===== src/rtl/gpio_ioc_port.sv =====
module gpio_ioc_port #(
  parameter int W  = 8,
  parameter int AW = 4
) (
  input  logic          clk,
  input  logic          rst_n,
  input  logic [AW-1:0] bus_addr,
  input  logic [W-1:0]  bus_wdata,
  input  logic          bus_we,
  input  logic          bus_re,
  output logic [W-1:0]  bus_rdata,
  input  logic [W-1:0]  pin_in,
  output logic [W-1:0]  pin_out,
  output logic [W-1:0]  pin_oe,
  output logic          irq
);
  localparam logic [AW-1:0] A_DIR  = AW'(0);
  localparam logic [AW-1:0] A_POL  = AW'(1);
  localparam logic [AW-1:0] A_IEN  = AW'(2);
  localparam logic [AW-1:0] A_DEF  = AW'(3);
  localparam logic [AW-1:0] A_CTL  = AW'(4);
  localparam logic [AW-1:0] A_CFG  = AW'(5);
  localparam logic [AW-1:0] A_PU   = AW'(6);
  localparam logic [AW-1:0] A_FLG  = AW'(7);
  localparam logic [AW-1:0] A_CAP  = AW'(8);
  localparam logic [AW-1:0] A_PORT = AW'(9);
  localparam logic [AW-1:0] A_LAT  = AW'(10);

  logic [W-1:0] dir, pol, ien, defv, ctl, cfg, pu, flg, cap, lat;
  logic [W-1:0] s1, s2, prv;
  logic [W-1:0] evt, port_val;
  logic         clr_rd;

  assign port_val = s2 ^ pol;
  assign evt      = ien & ((ctl & (s2 ^ defv)) | (~ctl & (s2 ^ prv)));
  assign clr_rd   = bus_re && (bus_addr == A_CAP || bus_addr == A_PORT);
  assign irq      = |flg;
  assign pin_out  = lat;
  assign pin_oe   = ~dir;

  always_ff @(posedge clk or negedge rst_n) begin
    if (!rst_n) begin
      s1  <= '0;
      s2  <= '0;
      prv <= '0;
    end else begin
      s1  <= pin_in;
      s2  <= s1;
      prv <= s2;
    end
  end

  always_ff @(posedge clk or negedge rst_n) begin
    if (!rst_n) begin
      dir  <= '1;
      pol  <= '0;
      ien  <= '0;
      defv <= '0;
      ctl  <= '0;
      cfg  <= '0;
      pu   <= '0;
      lat  <= '0;
    end else if (bus_we) begin
      case (bus_addr)
        A_DIR:          dir  <= bus_wdata;
        A_POL:          pol  <= bus_wdata;
        A_IEN:          ien  <= bus_wdata;
        A_DEF:          defv <= bus_wdata;
        A_CTL:          ctl  <= bus_wdata;
        A_CFG:          cfg  <= bus_wdata;
        A_PU:           pu   <= bus_wdata;
        A_PORT, A_LAT:  lat  <= bus_wdata;
        default: ;
      endcase
    end
  end

  always_ff @(posedge clk or negedge rst_n) begin
    if (!rst_n) begin
      flg <= '0;
      cap <= '0;
    end else if (clr_rd) begin
      flg <= '0;
    end else if (!irq && |evt) begin
      flg <= evt;
      cap <= port_val;
    end
  end

  always_comb begin
    case (bus_addr)
      A_DIR:   bus_rdata = dir;
      A_POL:   bus_rdata = pol;
      A_IEN:   bus_rdata = ien;
      A_DEF:   bus_rdata = defv;
      A_CTL:   bus_rdata = ctl;
      A_CFG:   bus_rdata = cfg;
      A_PU:    bus_rdata = pu;
      A_FLG:   bus_rdata = flg;
      A_CAP:   bus_rdata = cap;
      A_PORT:  bus_rdata = port_val;
      A_LAT:   bus_rdata = lat;
      default: bus_rdata = '0;
    endcase
  end

  a_r3_latch_write: assert property (@(posedge clk) disable iff (!rst_n)
    (bus_we && (bus_addr == A_PORT || bus_addr == A_LAT)) |=> (pin_out == $past(bus_wdata)));

  a_r5_enabled_only: assert property (@(posedge clk) disable iff (!rst_n)
    $rose(irq) |-> ((flg & ~$past(ien)) == '0));

  a_r6_default_cmp: assert property (@(posedge clk) disable iff (!rst_n)
    $rose(irq) |-> ((flg & $past(ctl) & ~($past(s2) ^ $past(defv))) == '0));

  a_r9_hold_pending: assert property (@(posedge clk) disable iff (!rst_n)
    (irq && !clr_rd) |=> ($stable(flg) && $stable(cap)));

  a_r10_clear_read: assert property (@(posedge clk) disable iff (!rst_n)
    clr_rd |=> !irq);
endmodule


===== config.mk =====
export PLATFORM = sky130hd
export DESIGN_NAME = gpio_ioc_port
export DESIGN_NICKNAME = d
export VERILOG_FILES = /design/src/rtl/gpio_ioc_port.sv
export SDC_FILE = /design/constraint.sdc
export NUM_CORES = 1
export LEC_CHECK = 0
export BUFFER_PORTS_ARGS = -buffer_cell sky130_fd_sc_hd__buf_2
export CAP_MARGIN = 20
export CORE_MARGIN = 2
export CORE_UTILIZATION = 57
export CTS_CLUSTER_DIAMETER = 200
export DETAILED_ROUTE_END_ITERATION = 16
export PLACE_DENSITY_LB_ADDON = 0.1
export SETUP_SLACK_MARGIN = 0.15
export SKIP_LAST_GASP = 1
export SLEW_MARGIN = 20
export SYNTH_ARGS = -nofsm -noshare
export SYNTH_HDL_FRONTEND = slang
export SYNTH_SLANG_ARGS = --single-unit

===== constraint.sdc =====
create_clock -name clk -period 6.5 [get_ports clk]
set_input_delay 1.3 -clock clk [delete_from_list [all_inputs] [get_ports clk]]
set_output_delay 1.3 -clock clk [all_outputs]
set_load 0.05 [all_outputs]

# After elaboration in Yosys (flattened, before gate mapping)

Cells that the tools add are included.

Bits in registers: 104
Input bits: 24
Logic and storage cells: 54
Output and inout port bits: 25

Mux-type cells: 3
Bitwise gates (word level): 10
Equal/unequal tests: 10
Reduce and logical (&&, ||, !) cells: 18

Operators by type and width:

| kind                                                             | count |
|---|---|
| 8-bit case mux with 11 select lines                              | 1 |
| 8-bit AND                                                        | 3 |
| 8-bit bitwise XOR                                                | 3 |
| 2-bit AND reduction                                              | 9 |
| 4-bit by 3-bit == test with 1-bit output (second input constant) | 4 |
| 8-bit 2-to-1 mux                                                 | 2 |
| 8-bit NOT                                                        | 2 |
| 8-bit OR reduction                                               | 2 |
| 4-bit == test (second input constant)                            | 3 |
| 4-bit by 2-bit == test with 1-bit output (second input constant) | 2 |
| 8-bit bitwise OR                                                 | 1 |
| 4-bit by 1-bit == test with 1-bit output (second input constant) | 1 |
| 4-bit logical NOT                                                | 1 |
| 1-bit logical AND                                                | 2 |
| 2-bit nonzero test                                               | 1 |
| 2-bit OR reduction                                               | 1 |
| 1-bit logical NOT                                                | 1 |
| 1-bit logical OR                                                 | 1 |
| 1-bit NOT                                                        | 1 |

# Longest topological paths before layout

Gate-level depths: netlist (run 1).

Depth in word-level cells: 8
Mapped depth: 7

# Worst setup path before layout (run 1)

No wires, ideal clock.

Kind: input port to output port
Start point: input port bus_addr[1]
End point: output port bus_rdata[5]
Data required time: 5.200 ns
Cell stages on the path: 7
Path buffers: 2
Arrival: 3.188 ns
Setup slack: 2.012 ns
Path through: clkbuf_1 > buf_2 > nor2b_1 > a22oi_1 > a21oi_1 > a21oi_1 > o221ai_1

Longest elaborated chain between the ends: 2
Elaborated cells between the ends (all ways): 12
Classes of those cells: eq/ne (10); mux (1); reduce/logical (1)

Ends and longest elaborated chain:

| item                                        | line | source |
|---|---|---|
| from (decl)                                 | 7    | `input logic [AW-1:0] bus_addr,` |
| 4-bit == test, or another cell as far along | 91   | `case (bus_addr)` |
| 8-bit case mux with 11 select lines *       | 91   |  |
| to (decl)                                   | 11   | `output logic [W-1:0] bus_rdata,` |

Mark *: on every way between the ends. The rest lies on a longest branch, timed or not.

# Worst setup path after layout (run 1)

Start point: input port bus_addr[2]
End point: output port bus_rdata[1]

Same word-level chain as after synthesis.

==> tab_implementation.tex, run 1 <==
\begin{tabular}{lr}
\hline
Metric & Value \\
\hline
\multicolumn{2}{l}{\textbf{Hold path}} \\
\quad Hold Path Class & flop to flop \\
\quad Hold Crit Depth & 0 \\
\quad End point of the most critical hold path & s2[1] \\
\quad Startpoint of the most critical hold path & s1[1] \\
\multicolumn{2}{l}{\textbf{Synth}} \\
\quad Sequential fraction of the synthesis area & 54.3\% \\
\quad Count of flip-flops with a built-in enable after synthesis & 0 \\
\quad Synth Area per Inst & 12.5 um\^{}2 \\
\quad Warnings, synthesis & 0 \\
\quad Yosys reg bits & around 100 \\
\quad Netlist cell types & 43 \\
\quad Leading register cell type out of synthesis & sky130\_fd\_sc\_hd\_\_dfrtp\_1 \\
\quad Post-Syn Nets & 410 \\
\quad Synthesized instance count & 386 \\
\quad Netlist area before placement & $\sim$4800 um\^{}2 \\
\quad FFs w/ async S/R, synth & 100\% \\
\multicolumn{2}{l}{\textbf{Routing}} \\
\quad DR WL/cell & 20.6 um \\
\quad Pre-antenna DRT Iters & 4 \\
\quad Initial DRC count & 241 \\
\quad Total wirelength of the detailed-routed design & around 11000 um \\
\quad Vias after detailed routing & 3246 \\
\quad Routed vias/inst & 6.01 \\
\quad Number of remaining DRC errors & 0 \\
\quad Count of antenna-violating nets left after detailed routing & 0 \\
\multicolumn{2}{l}{\textbf{Clocking}} \\
\quad Post-CTS repair timing setup buffer count & 0 \\
\quad CTS tree & yes \\
\quad Post-CTS Hold Fix Bufs & 0 \\
\quad CTS root buf & sky130\_fd\_sc\_hd\_\_clkbuf\_8 \\
\quad Number of sinks on the clock net & 104 \\
\quad Insertion delay of the later-clocked pin in the worst-skew pair & 0.38 ns \\
\quad Max Buffers Root-to-Sink & 2 \\
\quad TritonCTS buffer count & 9 \\
\quad Quantity of gates resized following cts & 0 \\
\quad CTS clk-pin slew, worst paths & around 0.1 ns \\
\quad H-Tree Depth & 3 \\
\multicolumn{2}{l}{\textbf{STA}} \\
\quad Unrepaired setup endpoints after global routing & false \\
\quad Pins Over Slew Limit & 0 \\
\quad Final clock skew & approximately 0.010 ns \\
\quad Ratio of final minimum period to clock period & 72.4\% \\
\quad Slew HR & 31.0\% \\
\quad Min Clock Period, post-route & approximately 4.7 ns \\
\quad Final Hold Vio Count & 0 \\
\quad Setup tns final & 0 ns \\
\quad Minimum setup slack in the final design & 1.79 ns \\
\quad Slew at the pin with the worst max-slew slack & 1.03 ns \\
\quad Setup-failing EPs final & 0 \\
\quad Maximum clock frequency & $\sim$0.21 GHz \\
\quad Worst Hold Slack & between 0.3 and 0.4 ns \\
\multicolumn{2}{l}{\textbf{Worst setup path}} \\
\quad Arrival @ worst endpoint & 3.41 ns \\
\quad CP Max Fanout & 25 \\
\quad Category of the most critical setup path & input port to output port \\
\quad Critical path required time & 5.20 ns \\
\quad R2R Path Start & flg[2] \\
\quad CP Capture Type & output port \\
\quad Setup slack, reg-to-reg & 4.10 ns \\
\quad End of the worst register-to-register path & cap[6] \\
\quad Kind of launch point of the worst setup path & input port \\
\quad Worst R2R Path Depth & 5 \\
\multicolumn{2}{l}{\textbf{Power and ir drop}} \\
\quad Int Power & $\sim$1.2 mW \\
\quad Cell Pwr Density & approximately 350 nW/um\^{}2 \\
\quad Relative contribution of combinational cells to total power & 29.6\% \\
\quad Proportion of power drawn by the clock network & 21.4\% \\
\quad Share of total power consumed by net switching & $\sim$36\% \\
\quad Leakage & 2.36 nW \\
\quad Register share of total power & 49.0\% \\
\quad Overall power after layout & roughly 1.9 mW \\
\quad Net switching power of the design & 0.678 mW \\
\quad VDD IR-drop max & between 0.2 and 0.25 mV \\
\multicolumn{2}{l}{\textbf{GRT}} \\
\quad Global-route wire length before repair & between 15000 and 20000 um \\
\quad Number of global-route vias before repair & 3185 \\
\quad Antenna violations before repair & 0 \\
\quad Pin count of the biggest net entering global routing & 69 \\
\quad Overall fraction of global-route tracks in use & roughly a quarter \\
\quad Overflow left after global routing & 0 \\
\multicolumn{2}{l}{\textbf{Die}} \\
\quad Starting utilization of the core area & around 59\% \\
\quad Core Region & between 8000 and 9000 um\^{}2 \\
\quad Die Ht & around 96 um \\
\quad Rows & 33 \\
\quad IO Count & 49 \\
\quad Die footprint & a little over 9000 um\^{}2 \\
\quad Overall die width & 95.9 um \\
\multicolumn{2}{l}{\textbf{Placed design}} \\
\quad Standard cell area after detailed placement & 5130 um\^{}2 \\
\quad Gpl congestion & 0.847 \\
\quad Number of input and output port buffers inserted & 48 \\
\quad Post-DP HPWL & roughly 7300 um \\
\quad Worst setup timing slack at the placement stage & about 1.8 ns \\
\multicolumn{2}{l}{\textbf{Run status}} \\
\quad Outcome & finished clean \\
\multicolumn{2}{l}{\textbf{Layout}} \\
\quad Area grow syn2layout & 10.7\% \\
\quad Finished layout cell area & 5330 um\^{}2 \\
\quad Antenna diode instance count & 0 \\
\quad Net count of the finished layout & $\sim$450 \\
\quad Fraction of final layout cells with drive strength greater than 1 & between 30 and 40\% \\
\quad Number of filler instances in the final layout & 661 \\
\multicolumn{2}{l}{\textbf{Job}} \\
\quad Maximum capacitance violations & 0 \\
\hline
\end{tabular}
==> layout make-up <==
class	count	area (um^2)	area share, %
inverter	15	56.3	1.06
multi-input combinational	251	2080	39.0
tap	105	131	2.47
clock inverter	6	58.8	1.10
timing repair buffer	49	250	4.70
clock buffer	10	138	2.58
sequential	104	2610	49.1
==> worst max-delay path by stage <==
stage / slack (ns) / from / to / depth (start not counted)
after CTS: 1.82 / bus_addr[2] / bus_rdata[1] / 7
after detailed placement: 1.80 / bus_addr[2] / bus_rdata[1] / 7
final: 1.79 / bus_addr[2] / bus_rdata[1] / 7
after floorplan: 2.01 / bus_addr[1] / bus_rdata[5] / 7
after global routing: 1.64 / bus_addr[0] / bus_rdata[3] / 7
after global placement: 1.91 / bus_addr[3] / bus_rdata[2] / 7
==> flip-flops by register name, indices dropped and copies added (netlist names) <==
name / cells
ctl: 8
s1: 8
dir: 8
s2: 8
cap: 8
ien: 8
pu: 8
flg: 8
cfg: 8
pol: 8
pin_out: 8
prv: 8
defv: 8
==> logic make-up (layout without fill, tap and decap cells) <==
kind of cell / after synthesis / in the layout / synth area share [%]
xor+xnor: 9 / 9 / 1.64
mux: 103 / 103 / 24.3
buf+inv: 31 / 80 / 2.47
flops: 104 / 104 / 54.3
simple gates: 82 / 82 / 8.90
compound gates: 57 / 57 / 8.35
==> layout by cell type (no fill, tap or decap), types with 2 or more instances in the layout <==
cell and instances:
sky130_fd_sc_hd__a21o_1 2, sky130_fd_sc_hd__a21oi_1 17, sky130_fd_sc_hd__a221oi_1 4, sky130_fd_sc_hd__a22o_1 2, sky130_fd_sc_hd__a22oi_1 10, sky130_fd_sc_hd__buf_2 47
sky130_fd_sc_hd__buf_4 2, sky130_fd_sc_hd__clkbuf_8 10, sky130_fd_sc_hd__dfrtp_1 96, sky130_fd_sc_hd__dfstp_2 8, sky130_fd_sc_hd__inv_1 14, sky130_fd_sc_hd__inv_8 3
sky130_fd_sc_hd__mux2_2 71, sky130_fd_sc_hd__mux2i_1 28, sky130_fd_sc_hd__mux4_2 4, sky130_fd_sc_hd__nand2_1 22, sky130_fd_sc_hd__nand2b_1 13, sky130_fd_sc_hd__nand3_1 6
sky130_fd_sc_hd__nand3b_1 2, sky130_fd_sc_hd__nor2_1 18, sky130_fd_sc_hd__nor2b_1 7, sky130_fd_sc_hd__nor3_1 2, sky130_fd_sc_hd__nor4_1 3, sky130_fd_sc_hd__o211ai_1 3
sky130_fd_sc_hd__o21ai_0 6, sky130_fd_sc_hd__o221ai_1 5, sky130_fd_sc_hd__or4_4 2, sky130_fd_sc_hd__xnor2_1 4, sky130_fd_sc_hd__xor2_1 5
==> stage by stage <==
| step | std cells | utilization, % |
|---|---|---|
| floorplan | 386 | - |
| global placement | 524 | 62.4 |
| detailed placement | 524 | 62.4 |
| CTS | 540 | 64.8 |
| global route | 540 | 64.8 |
| finish | 540 | 64.8 |
==> metal layers <==
metal	vias to the layer above	wire length, um	track usage (%)
met5	-	0	0
met4	0	346	11.1
met3	25	682	5.64
met2	118	5390	42.1
met1	1626	4710	34.8
li1	1477	-	-
==> cell usage after synthesis (3+ instances only) <==
master / instances / area share (%)
sky130_fd_sc_hd__dfrtp_1: 96 / 50
sky130_fd_sc_hd__mux2_2: 71 / 17
sky130_fd_sc_hd__mux2i_1: 28 / 5.8
sky130_fd_sc_hd__nand2_1: 22 / 1.7
sky130_fd_sc_hd__nor2_1: 18 / 1.4
sky130_fd_sc_hd__a21oi_1: 17 / 1.8
sky130_fd_sc_hd__clkbuf_1: 14 / 1.1
sky130_fd_sc_hd__inv_1: 14 / 1.1
sky130_fd_sc_hd__nand2b_1: 13 / 1.7
sky130_fd_sc_hd__a22oi_1: 10 / 1.6
sky130_fd_sc_hd__dfstp_2: 8 / 4.4
sky130_fd_sc_hd__nor2b_1: 7 / 0.91
sky130_fd_sc_hd__nand3_1: 6 / 0.62
sky130_fd_sc_hd__o21ai_0: 6 / 0.62
sky130_fd_sc_hd__o221ai_1: 5 / 0.91
sky130_fd_sc_hd__xor2_1: 5 / 0.91
sky130_fd_sc_hd__a221oi_1: 4 / 0.73
sky130_fd_sc_hd__mux4_2: 4 / 1.9
sky130_fd_sc_hd__xnor2_1: 4 / 0.73
sky130_fd_sc_hd__nor4_1: 3 / 0.39
sky130_fd_sc_hd__o211ai_1: 3 / 0.47
==> critical path, cell delays in order <==
cell                       delay [ns]
sky130_fd_sc_hd__buf_2           0.42
sky130_fd_sc_hd__nor2b_1         0.48
sky130_fd_sc_hd__and2_0          0.43
sky130_fd_sc_hd__a22oi_1         0.15
sky130_fd_sc_hd__a21o_1          0.22
sky130_fd_sc_hd__o221ai_1        0.08
sky130_fd_sc_hd__buf_2           0.31
==> power groups by stage <==
stage	combinational (mW)	clock, mW	sequential, mW
floorplan	0.396	0	0.933
global placement	0.542	0	0.920
detailed placement	0.554	0	0.926
CTS	0.556	0.410	0.914
global route	0.598	0.437	0.934
finish	0.554	0.400	0.915
Power figures use the tool's default switching activity.
==> inputs of run 2 (changes only) <==
--- a/config.mk
+++ b/config.mk
@@ -8,7 +8,7 @@
 export BUFFER_PORTS_ARGS = -buffer_cell sky130_fd_sc_hd__buf_2
 export CAP_MARGIN = 20
 export CORE_MARGIN = 2
-export CORE_UTILIZATION = 57
+export CORE_UTILIZATION = 53
 export CTS_CLUSTER_DIAMETER = 200
 export DETAILED_ROUTE_END_ITERATION = 16
 export PLACE_DENSITY_LB_ADDON = 0.1
==> constraint.sdc (replaced) <==
create_clock -name clk -period 4.2 [get_ports clk]
set_input_delay 0.84 -clock clk [delete_from_list [all_inputs] [get_ports clk]]
set_output_delay 0.84 -clock clk [all_outputs]
set_load 0.05 [all_outputs]
==> tab_implementation.tex, run 2 (synthesis results as in run 1) <==
\begin{tabular}{lr}
\hline
Metric & Value \\
\hline
\multicolumn{2}{l}{\textbf{Routing}} \\
\quad Count of antenna-violating nets left after detailed routing & 0 (unchanged) \\
\quad DR WL/cell & 20.8 um (+0.72\%) \\
\quad Highest metal layer used by the detailed router & met4 \\
\quad Total wirelength of the detailed-routed design & 11400 um (+2.8\%) \\
\quad Number of remaining DRC errors & 0 (unchanged) \\
\quad Met1 Wirelength & 4790 um (+1.7\%) \\
\quad WL met2 & 5590 um (+3.6\%) \\
\quad Vias after detailed routing & 3308 (+1.9\%) \\
\quad Pre-antenna DRT Iters & 4 (unchanged) \\
\quad Routed vias/inst & 6.00 (-0.12\%) \\
\quad Met3 wire len & 793 um (+16\%) \\
\quad Initial DRC count & 211 (-12\%) \\
\multicolumn{2}{l}{\textbf{STA}} \\
\quad Minimum setup slack in the final design & 0.705 ns (-1.09 ns) \\
\quad Unrepaired setup endpoints after global routing & false \\
\quad Slew at the pin with the worst max-slew slack & 0.895 ns (-0.134 ns) \\
\quad Final Hold Vio Count & 0 (unchanged) \\
\quad Ratio of final minimum period to clock period & 83.2\% \\
\quad Setup-failing EPs final & 0 (unchanged) \\
\quad Setup tns final & 0 ns (unchanged) \\
\quad Slew HR & 40.3\% (+9.3 points) \\
\quad Pins Over Slew Limit & 0 (unchanged) \\
\quad Min Clock Period, post-route & 3.50 ns \\
\quad Final clock skew & 0.0119 ns (+0.00190 ns) \\
\quad Maximum clock frequency & 0.286 GHz \\
\multicolumn{2}{l}{\textbf{Placed design}} \\
\quad Worst setup timing slack at the placement stage & 0.683 ns (-1.11 ns) \\
\quad Number of input and output port buffers inserted & 48 (unchanged) \\
\quad Gpl congestion & 0.939 (+11\%) \\
\quad Standard cell area after detailed placement & 5190 um\^{}2 (+1.2\%) \\
\quad Post-DP HPWL & 7820 um (+6.7\%) \\
\multicolumn{2}{l}{\textbf{Clocking}} \\
\quad Quantity of gates resized following cts & 0 (unchanged) \\
\quad Max Buffers Root-to-Sink & 2 (unchanged) \\
\quad TritonCTS buffer count & 9 (unchanged) \\
\quad CTS root buf & sky130\_fd\_sc\_hd\_\_clkbuf\_8 \\
\quad Post-CTS repair timing setup buffer count & 0 (unchanged) \\
\quad CTS tree & yes \\
\quad Insertion delay of the later-clocked pin in the worst-skew pair & 0.37 ns (about the same) \\
\quad Post-CTS Hold Fix Bufs & 0 (unchanged) \\
\quad CTS clk-pin slew, worst paths & 0.10 ns (about the same) \\
\quad H-Tree Depth & 3 (unchanged) \\
\quad Number of sinks on the clock net & 104 (unchanged) \\
\multicolumn{2}{l}{\textbf{Worst setup path}} \\
\quad CP Capture Type & output port \\
\quad Critical path required time & 3.36 ns (-1.84 ns) \\
\quad Arrival @ worst endpoint & 2.66 ns (-0.75 ns) \\
\quad Category of the most critical setup path & input port to output port \\
\quad Kind of launch point of the worst setup path & input port \\
\quad CP Max Fanout & 24 (-4.0\%) \\
\multicolumn{2}{l}{\textbf{Die}} \\
\quad Overall die width & 99.3 um (+3.5\%) \\
\quad Starting utilization of the core area & 54.9\% (-3.7 points) \\
\quad IO Count & 49 (unchanged) \\
\quad Core Region & 8760 um\^{}2 (+6.7\%) \\
\quad Rows & 34 (+3.0\%) \\
\quad Die footprint & 9850 um\^{}2 (+7.2\%) \\
\quad Die Ht & 99.3 um (+3.5\%) \\
\multicolumn{2}{l}{\textbf{GRT}} \\
\quad Overflow left after global routing & 0 (unchanged) \\
\quad Pin count of the biggest net entering global routing & 69 (unchanged) \\
\quad Number of global-route vias before repair & 3323 (+4.3\%) \\
\quad Overall fraction of global-route tracks in use & 24.5\% (-1.8 points) \\
\quad Antenna violations before repair & 0 (unchanged) \\
\quad Global-route wire length before repair & 18200 um (+4.2\%) \\
\multicolumn{2}{l}{\textbf{Power and ir drop}} \\
\quad Int Power & 1.88 mW (+58\%) \\
\quad Relative contribution of combinational cells to total power & 29.6\% (about the same) \\
\quad Leakage & 2.40 nW (+1.6\%) \\
\quad Cell Pwr Density & 541 nW/um\^{}2 (+54\%) \\
\quad Net switching power of the design & 1.03 mW (+52\%) \\
\quad VDD IR-drop max & 0.321 mV (+37\%) \\
\quad Proportion of power drawn by the clock network & 21.7\% (+0.3 points) \\
\quad Register share of total power & 48.6\% (-0.4 points) \\
\quad Share of total power consumed by net switching & 35.4\% (-0.86 points) \\
\multicolumn{2}{l}{\textbf{Run status}} \\
\quad Outcome & finished clean \\
\multicolumn{2}{l}{\textbf{Layout}} \\
\quad Area grow syn2layout & 12.1\% \\
\quad Antenna diode instance count & 0 (unchanged) \\
\quad Net count of the finished layout & 462 (+1.8\%) \\
\quad Commonest cells after routing, fill and taps aside & sky130\_fd\_sc\_hd\_\_dfrtp\_1 (96), sky130\_fd\_sc\_hd\_\_mux2\_2 (71), sky130\_fd\_sc\_hd\_\_buf\_2 (47), sky130\_fd\_sc\_hd\_\_mux2i\_1 (28), sky130\_fd\_sc\_hd\_\_nand2\_1 (22) \\
\quad Fraction of final layout cells with drive strength greater than 1 & 36.6\% (+0.94 points) \\
\quad Finished layout cell area & 5390 um\^{}2 (+1.3\%) \\
\quad Most common library cell in the layout ignoring fill and taps & sky130\_fd\_sc\_hd\_\_dfrtp\_1 \\
\multicolumn{2}{l}{\textbf{Hold path}} \\
\quad Hold Path Class & flop to flop \\
\multicolumn{2}{l}{\textbf{Job}} \\
\quad Maximum capacitance violations & 0 (unchanged) \\
\hline
\end{tabular}
==> run 2: cell types whose count changed in the layout (fill, tap and decap cells not counted), sizes merged <==
| cell | before | now |
|---|---|---|
| buf | 49 | 57 |
| bufinv | 0 | 1 |
| clkinv | 1 | 0 |
| clkinvlp | 1 | 2 |
| inv | 19 | 18 |
==> run 2: critical path, cell delays in order <==
cell	delay, ns
sky130_fd_sc_hd__buf_2	0.44
sky130_fd_sc_hd__buf_4	0.32
sky130_fd_sc_hd__mux4_2	0.51
sky130_fd_sc_hd__mux2i_1	0.13
sky130_fd_sc_hd__o221ai_1	0.15
sky130_fd_sc_hd__buf_2	0.24
==> run 2: layout make-up <==
type / count / area, um^2
Fill cell: 722 / 3370
Sequential cell: 104 / 2610
Multi-Input combinational cell: 251 / 2080
Timing Repair Buffer: 57 / 310
Tap cell: 108 / 135
Clock buffer: 10 / 128
Clock inverter: 6 / 73.8
Inverter: 15 / 56.3
==> run 2: metal layers <==
metal / vias up / track usage [%]
met5: - / 0
met4: 0 / 8.43
met3: 20 / 5.20
met2: 104 / 39.6
met1: 1690 / 33.2
li1: 1494 / -
==> run 2: path summary, 6_finish.rpt <==
check                            startpoint            to  slack (ns)  depth (start not counted)
worst max-delay path            bus_addr[1]  bus_rdata[1]        0.70                          6
worst max register to register       flg[2]        cap[3]        1.69                          5
min in group asynchronous             rst_n         s1[6]        0.56                          1
max in group asynchronous             rst_n        dir[1]        2.76                          2
worst min-delay path                  s1[7]         s2[7]        0.36                          0
worst min register to register        s1[7]         s2[7]        0.36                          0
==> run 2: power by group through the flow <==
stage,Clock [mW],Sequential (mW),Combinational [mW]
after global routing,0.686,1.45,0.931
after CTS,0.646,1.42,0.870
final,0.634,1.42,0.864
after global placement,0,1.43,0.851
after floorplan,0,1.44,0.612
after detailed placement,0,1.43,0.868
==> run 2: stage by stage <==
step           hold WS, ns  instances  total power [mW]  util, %
6_report             0.359        551              2.92     61.6
5_1_grt              0.376        551              3.07     61.6
4_1_cts              0.363        551              2.93     61.6
3_5_place_dp         0.338        535              2.30     59.3
3_3_place_gp         0.333        535              2.28     59.3
2_1_floorplan        0.331        386              2.06        -
